==> src/rtl/vt_pkg.sv <==
`timescale 1ns/1ps
package vt_pkg;
  typedef enum logic [1:0] {
    SEG_NORMAL = 2'd0,
    SEG_EQUAL  = 2'd1,
    SEG_SERR   = 2'd2
  } seg_e;
endpackage

==> src/rtl/vt_hcount.sv <==
`timescale 1ns/1ps
module vt_hcount #(
  parameter int LINE_CLKS = 228,
  localparam int HW = $clog2(LINE_CLKS)
) (
  input  logic          clk,
  input  logic          rst_n,
  output logic [HW-1:0] hcnt,
  output logic          h_last,
  output logic          h_upper
);
  localparam logic [HW-1:0] LAST_C = HW'(LINE_CLKS - 1);
  localparam logic [HW-1:0] HALF_C = HW'(LINE_CLKS / 2);

  always_ff @(posedge clk) begin
    if (!rst_n)      hcnt <= '0;
    else if (h_last) hcnt <= '0;
    else             hcnt <= hcnt + 1'b1;
  end

  assign h_last  = (hcnt == LAST_C);
  assign h_upper = (hcnt >= HALF_C);

  AST_HCNT_STEP: assert property (@(posedge clk) disable iff (!rst_n)
    !h_last |=> hcnt == HW'($past(hcnt) + 1'b1));
  AST_HCNT_WRAP: assert property (@(posedge clk) disable iff (!rst_n)
    h_last |=> hcnt == '0);
endmodule

==> src/rtl/vt_vcount.sv <==
`timescale 1ns/1ps
module vt_vcount #(
  parameter int LONG_LINES  = 263,
  parameter int SHORT_LINES = 262,
  localparam int LW = $clog2(LONG_LINES)
) (
  input  logic          clk,
  input  logic          rst_n,
  input  logic          h_last,
  output logic [LW-1:0] line,
  output logic          field,
  output logic          line_tgl
);
  localparam logic [LW-1:0] LONG_LAST  = LW'(LONG_LINES - 1);
  localparam logic [LW-1:0] SHORT_LAST = LW'(SHORT_LINES - 1);

  logic line_last;
  assign line_last = field ? (line == SHORT_LAST) : (line == LONG_LAST);

  always_ff @(posedge clk) begin
    if (!rst_n) begin
      line     <= '0;
      field    <= 1'b0;
      line_tgl <= 1'b0;
    end else if (h_last) begin
      line_tgl <= ~line_tgl;
      if (line_last) begin
        line  <= '0;
        field <= ~field;
      end else begin
        line <= line + 1'b1;
      end
    end
  end

  AST_FIELD_FLIP: assert property (@(posedge clk) disable iff (!rst_n)
    (h_last && line_last) |=> field != $past(field));
  AST_FIELD_HOLD: assert property (@(posedge clk) disable iff (!rst_n)
    !(h_last && line_last) |=> $stable(field));
  AST_LINE_TGL: assert property (@(posedge clk) disable iff (!rst_n)
    h_last |=> line_tgl != $past(line_tgl));
endmodule

==> src/rtl/vt_vdecode.sv <==
`timescale 1ns/1ps
module vt_vdecode
  import vt_pkg::*;
#(
  parameter int LW              = 9,
  parameter int EQ_PRE_LINES    = 3,
  parameter int SERR_LINES      = 3,
  parameter int EQ_POST_LINES   = 3,
  parameter int VBL_LINES       = 21,
  parameter int BURST_OFF_LINES = 9,
  localparam int VW = LW + 1
) (
  input  logic          clk,
  input  logic          rst_n,
  input  logic [LW-1:0] line,
  input  logic          h_upper,
  input  logic          field,
  output seg_e          seg,
  output logic          vblank,
  output logic          burst_ok
);
  localparam logic [VW-1:0] EQ1_END = VW'(2 * EQ_PRE_LINES);
  localparam logic [VW-1:0] SRR_END = VW'(2 * (EQ_PRE_LINES + SERR_LINES));
  localparam logic [VW-1:0] INT_END = VW'(2 * (EQ_PRE_LINES + SERR_LINES + EQ_POST_LINES));
  localparam logic [VW-1:0] VBL_END = VW'(2 * VBL_LINES);
  localparam logic [VW-1:0] BOF_END = VW'(2 * BURST_OFF_LINES);

  logic [VW-1:0] abs_half, shift, rel;
  logic          started;

  // The odd field starts its interval half a line later than the even field.
  assign abs_half = {line, h_upper};
  assign shift    = field ? '0 : VW'(1);
  assign started  = (abs_half >= shift);
  assign rel      = abs_half - shift;

  always_comb begin
    seg = SEG_NORMAL;
    if (started) begin
      if (rel < EQ1_END)      seg = SEG_EQUAL;
      else if (rel < SRR_END) seg = SEG_SERR;
      else if (rel < INT_END) seg = SEG_EQUAL;
    end
  end

  assign vblank   = started && (rel < VBL_END);
  assign burst_ok = !(started && (rel < BOF_END));

  AST_VBL_COVERS_INT: assert property (@(posedge clk) disable iff (!rst_n)
    (seg != SEG_NORMAL) |-> vblank);
  AST_NO_BURST_IN_INT: assert property (@(posedge clk) disable iff (!rst_n)
    (seg != SEG_NORMAL) |-> !burst_ok);
endmodule

==> src/rtl/vt_hdecode.sv <==
`timescale 1ns/1ps
module vt_hdecode
  import vt_pkg::*;
#(
  parameter int LINE_CLKS   = 228,
  parameter int HSYNC_CLKS  = 18,
  parameter int EQ_CLKS     = 9,
  parameter int SERR_CLKS   = 9,
  parameter int BURST_FIRST = 21,
  parameter int BURST_CLKS  = 9,
  parameter int HBL_FIRST   = 222,
  parameter int HBL_LAST    = 32,
  localparam int HW = $clog2(LINE_CLKS)
) (
  input  logic          clk,
  input  logic          rst_n,
  input  logic [HW-1:0] hcnt,
  input  seg_e          seg,
  output logic          csync,
  output logic          burst_win,
  output logic          hblank
);
  localparam int HALF = LINE_CLKS / 2;
  localparam logic [HW-1:0] HALF_C = HW'(HALF);
  localparam logic [HW-1:0] HS_END = HW'(HSYNC_CLKS);
  localparam logic [HW-1:0] EQ_END = HW'(EQ_CLKS);
  localparam logic [HW-1:0] SR_BEG = HW'(HALF - SERR_CLKS);
  localparam logic [HW-1:0] B_LO   = HW'(BURST_FIRST);
  localparam logic [HW-1:0] B_HI   = HW'(BURST_FIRST + BURST_CLKS - 1);
  localparam logic [HW-1:0] HB_LO  = HW'(HBL_FIRST);
  localparam logic [HW-1:0] HB_HI  = HW'(HBL_LAST);

  logic [HW-1:0] pos;
  assign pos = (hcnt >= HALF_C) ? (hcnt - HALF_C) : hcnt;

  always_comb begin
    unique case (seg)
      SEG_EQUAL: csync = (pos < EQ_END);
      SEG_SERR:  csync = (pos < SR_BEG);
      default:   csync = (hcnt < HS_END);
    endcase
  end

  assign burst_win = (hcnt >= B_LO) && (hcnt <= B_HI);
  assign hblank    = (hcnt >= HB_LO) || (hcnt <= HB_HI);

  AST_BURST_IN_BLANK: assert property (@(posedge clk) disable iff (!rst_n)
    burst_win |-> hblank);
  AST_SERR_NOTCH: assert property (@(posedge clk) disable iff (!rst_n)
    (seg == SEG_SERR && pos >= SR_BEG) |-> !csync);
endmodule

==> src/rtl/ilace_vtiming.sv <==
`timescale 1ns/1ps
module ilace_vtiming
  import vt_pkg::*;
#(
  parameter int LINE_CLKS       = 228,
  parameter int LONG_LINES      = 263,
  parameter int SHORT_LINES     = 262,
  parameter int HSYNC_CLKS      = 18,
  parameter int EQ_CLKS         = 9,
  parameter int SERR_CLKS       = 9,
  parameter int BURST_FIRST     = 21,
  parameter int BURST_CLKS      = 9,
  parameter int HBL_FIRST       = 222,
  parameter int HBL_LAST        = 32,
  parameter int EQ_PRE_LINES    = 3,
  parameter int SERR_LINES      = 3,
  parameter int EQ_POST_LINES   = 3,
  parameter int VBL_LINES       = 21,
  parameter int BURST_OFF_LINES = 9
) (
  input  logic clk,
  input  logic rst_n,
  output logic csync,
  output logic burst,
  output logic hblank,
  output logic vblank,
  output logic field,
  output logic line_tgl
);
  localparam int HW = $clog2(LINE_CLKS);
  localparam int LW = $clog2(LONG_LINES);

  logic [HW-1:0] hcnt;
  logic          h_last, h_upper;
  logic [LW-1:0] line;
  seg_e          seg;
  logic          burst_ok, burst_win;

  vt_hcount #(.LINE_CLKS(LINE_CLKS)) u_hcnt (
    .clk(clk), .rst_n(rst_n), .hcnt(hcnt), .h_last(h_last), .h_upper(h_upper)
  );

  vt_vcount #(.LONG_LINES(LONG_LINES), .SHORT_LINES(SHORT_LINES)) u_vcnt (
    .clk(clk), .rst_n(rst_n), .h_last(h_last),
    .line(line), .field(field), .line_tgl(line_tgl)
  );

  vt_vdecode #(
    .LW(LW), .EQ_PRE_LINES(EQ_PRE_LINES), .SERR_LINES(SERR_LINES),
    .EQ_POST_LINES(EQ_POST_LINES), .VBL_LINES(VBL_LINES),
    .BURST_OFF_LINES(BURST_OFF_LINES)
  ) u_vdec (
    .clk(clk), .rst_n(rst_n), .line(line), .h_upper(h_upper), .field(field),
    .seg(seg), .vblank(vblank), .burst_ok(burst_ok)
  );

  vt_hdecode #(
    .LINE_CLKS(LINE_CLKS), .HSYNC_CLKS(HSYNC_CLKS), .EQ_CLKS(EQ_CLKS),
    .SERR_CLKS(SERR_CLKS), .BURST_FIRST(BURST_FIRST), .BURST_CLKS(BURST_CLKS),
    .HBL_FIRST(HBL_FIRST), .HBL_LAST(HBL_LAST)
  ) u_hdec (
    .clk(clk), .rst_n(rst_n), .hcnt(hcnt), .seg(seg),
    .csync(csync), .burst_win(burst_win), .hblank(hblank)
  );

  assign burst = burst_win & burst_ok;

  AST_BURST_NO_SYNC: assert property (@(posedge clk) disable iff (!rst_n)
    !(burst && csync));
  AST_BURST_BLANKED: assert property (@(posedge clk) disable iff (!rst_n)
    burst |-> hblank);
endmodule

==> config.mk <==
export PLATFORM = sky130hd
export DESIGN_NAME = ilace_vtiming
export DESIGN_NICKNAME = d
export VERILOG_FILES = /design/src/rtl/vt_pkg.sv /design/src/rtl/vt_hcount.sv /design/src/rtl/vt_vcount.sv /design/src/rtl/vt_vdecode.sv /design/src/rtl/vt_hdecode.sv /design/src/rtl/ilace_vtiming.sv
export SDC_FILE = /design/constraint.sdc
export NUM_CORES = 1
export LEC_CHECK = 0
export ABC_AREA = 0
export BUFFER_PORTS_ARGS = -buffer_cell sky130_fd_sc_hd__buf_2
export CORE_UTILIZATION = 34
export DETAILED_ROUTE_END_ITERATION = 8
export PLACE_DENSITY = 0.47
export SLEW_MARGIN = 5
export SYNTH_ARGS = -nofsm -noshare
export SYNTH_HDL_FRONTEND = slang
export SYNTH_SLANG_ARGS = --single-unit
==> constraint.sdc <==
create_clock -name clk -period 4.23 [get_ports clk]
set_input_delay 1.0575 -clock clk [delete_from_list [all_inputs] [get_ports clk]]
set_output_delay 1.0575 -clock clk [all_outputs]
set_load 0.01 [all_outputs]
==> metrics.md <==
| Metric | Value |
|---|---|
| CP arrival | `3.22 ns` |
| Busiest grt layer | `met2` |
| WL final | `4.16 mm` |
| Failing checks | `setup timing` |
| Number of synthesized flops with an enable pin | `0` |
| Hold Crit Class | `flip-flop to flip-flop` |
| CTS Hold Buffers Added | `0` |
| DIE WIDTH | `72.5 um` |
| XOR/XNOR share of the synthesized area | `9.34%` |
| Post-Place Cells | `293` |
| DIE HEIGHT | `72.5 um` |
| Post-route cell area | `2070 sq um` |
| Crit. End Element | `primary output` |
| Synth Instances | `219` |
| Synth Area in Adders | `8.90%` |
| Number of antenna diodes | `0` |
| Status | `finished with violations` |
| Total gr overflow | `0` |
| Max VDD drop | `0.114 mV` |
| # nets final | `260` |
| Number of DRC markers in iteration 0 | `96` |
| Top Ports | `8` |
| TritonCTS Sinks | `19` |
| Startpoint types | `flip-flop` |
| DRT Pass-1 Iters | `4` |
| Syn_nets | `233` |
| Clock Root Buffer | `clkbuf_8` |
| Global-route wire length before repair | `6.87 mm` |
| Port Buffers | `7` |
| Netlist cell types | `54` |
| Final worst slack | `-0.0496 ns` |
| Clk_skew | `0.00109 ns` |
| CTS tree | `done` |
| Vias/cell | `5.18` |
| H-tree depth | `1` |
| Synth Cell Area | `1690 sq um` |
| Drc violations | `0` |
| Met3 Track Usage GR | `1.39%` |
| Most common cell in the netlist | `nor2_1` |
| Site Rows | `25` |
| Routed Antenna Nets | `0` |
| RSZ-0062 raised after global routing | `yes` |
| Yosys warns | `0` |
| Largest family of logic cells by synthesized area | `simple AND/OR/NAND/NOR gates` |
| Die area | `5250 sq um` |
| Placed Area | `1820 sq um` |
| Hold slack | `0.540 ns` |
| Later-pin clock latency in the skew report | `0.26 ns` |
| Share of layout cells above drive strength 1 | `24.9%` |
| Final period utilization | `101%` |
| CP required | `3.17 ns` |
| Non-Filler Instances | `312` |
| GRT met1 Usage | `24.5%` |
| Final hold violation count | `0` |
| #FFs+latches synth | `19` |
| Vias in the first global route | `1429` |
| Leak | `0.791 nW` |
| Fmax achieved | `234 MHz` |
| Post-synthesis compound-gate area fraction | `18.5%` |
| Total Power | `0.382 mW` |
| Longest Clk Path Bufs | `2` |
| Avg Cell Area, Syn | `7.71 sq um` |
| Multiplexer share of the synthesized area | `0.593%` |
| Synth Area in Simple Gates | `33.4%` |
| Clock transition at the registers of the reported paths | `0.07 ns` |
| Tmin final | `4.28 ns` |
| Main synth FF type | `dfxtp_1` |
| Max cap viols | `0` |
| WL/cell | `13.3 um` |
| Worst slew pin tran | `0.632 ns` |
| GRT Util Overall | `16.6%` |
| Post-synth top cells | `nor2_1, dfxtp_1, nand2_1` |
| Post-DP HPWL | `2.94 mm` |
| Post-synth ARST share | `0%` |
| GR Util met2 | `25.1%` |
| Crit path kind | `flip-flop to primary output` |
| Max_slew headroom | `57.5%` |
| Fin. max-slew vios | `0` |
| Initial antenna violation count | `0` |
| Synth area leader | `dfxtp_1` |
| Top-area cell type share of the netlist area | `22.5%` |
| Total CTS buffers | `3` |
| Sequential share of the synthesized area | `22.5%` |
| CP Max Fanout | `4` |
| Initial Util | `35.5%` |
| Setup TNS | `-0.0496 ns` |
| Final setup vio count | `1` |
| GP Congestion | `0.792` |
| Synth area leaders | `dfxtp_1, ha_1, xnor2_1` |
| Area growth syn-to-layout | `22.8%` |
| Core area | `4750 sq um` |
| Vias | `1616` |
| Power Density | `184 nW/um^2` |
| Largest net degree at the start of global routing | `14` |
## final cells by class
| class | count | area [sq um] |
|---|---|---|
| flip-flops and latches | 19 | 383 |
| repair buffers | 35 | 245 |
| fillers | 509 | 2680 |
| well taps | 67 | 83.8 |
| inverters | 8 | 30.0 |
| clock buffers | 4 | 45.0 |
| multi-input cells | 179 | 1290 |
## kinds of logic (layout without fill, tap and decap cells)
family / after synthesis / count (layout)
AND/OR/NAND/NOR: 103 / 103
buffers and inverters: 21 / 47
multiplexers: 1 / 1
flip-flops: 19 / 19
adder cells (fa/ha/maj): 12 / 12
XOR/XNOR: 18 / 18
AO/OA/AOI/OAI: 45 / 45
## metrics by stage
stage | setup slack (ns) | util (%)
floorplan | 0.152 | -
global placement | 0.132 | 38.3
detailed placement | 0.0167 | 38.3
CTS | -0.171 | 41.7
global route | -0.241 | 43.6
finish | -0.0496 | 43.6
## per-layer routing
layer,share of wire [%],vias up
li1,-,835
met1,51,747
met2,44,29
met3,3.2,5
met4,1.5,0
met5,0,-
## critical path: stages (launching register included)
cell and delay [ns]:
dfxtp_2 0.36, inv_2 0.06, ha_4 0.16, nand2b_4 0.07, a21oi_2 0.06, nor2_2 0.13
ha_2 0.22, or3b_4 0.39, nand4b_1 0.20, o211ai_2 0.13, nand3_2 0.14, nor2_4 0.14
ha_4 0.21, a311oi_2 0.22, o211ai_1 0.14, o211ai_1 0.18, buf_2 0.15
## path summary, 6_finish.rpt
path,from,to,slack (ns),cells past startpoint
setup / recovery,u_hcnt.hcnt[2],csync,-0.05,16
hold / removal,u_vcnt.line[8],u_vcnt.line[8],0.54,2
setup reg to reg,u_vcnt.line[1],u_vcnt.line[2],2.39,5
hold reg to reg,u_vcnt.line[8],u_vcnt.line[8],0.54,2
## flip-flops by register name, indices dropped and copies added (netlist names)
register,count
u_hcnt.hcnt,8
u_vcnt.field,1
u_vcnt.line_tgl,1
u_vcnt.line,9
## cells in the final DEF, fill, tap and decap left out, types with 3 or more instances in the layout
cell | netlist | routed
clkbuf_8 | 1 | 3
nor3_1 | 6 | 5
buf_4 | 2 | 28
o21ai_0 | 6 | 6
buf_2 | 6 | 7
and3_1 | 8 | 8
nand4_1 | 5 | 5
or3_1 | 5 | 5
xor2_1 | 5 | 5
o211ai_1 | 3 | 3
nand2_1 | 18 | 18
nor2b_1 | 4 | 4
inv_1 | 8 | 7
nor2_1 | 26 | 24
a21oi_1 | 10 | 9
and2_1 | 3 | 3
dfxtp_1 | 19 | 17
ha_1 | 12 | 8
nand2b_1 | 4 | 3
nand3_1 | 13 | 12
xnor2_1 | 13 | 13
## report_power, final
part	internal [mW]	switching, mW
logic	0.0316	0.0320
registers	0.182	0.00361
clock network	0.0672	0.0660
total	0.280	0.102
## what timing repair did
item                                    4_1_cts  5_1_grt
resized for setup                             8       13
setup buffers                                13        2
endpoints found under the setup margin        1        1
hold endpoints to repair                      0        0
pin swaps                                     8        9
gates cloned                                  0        0
(Power assumes the default switching activity.)
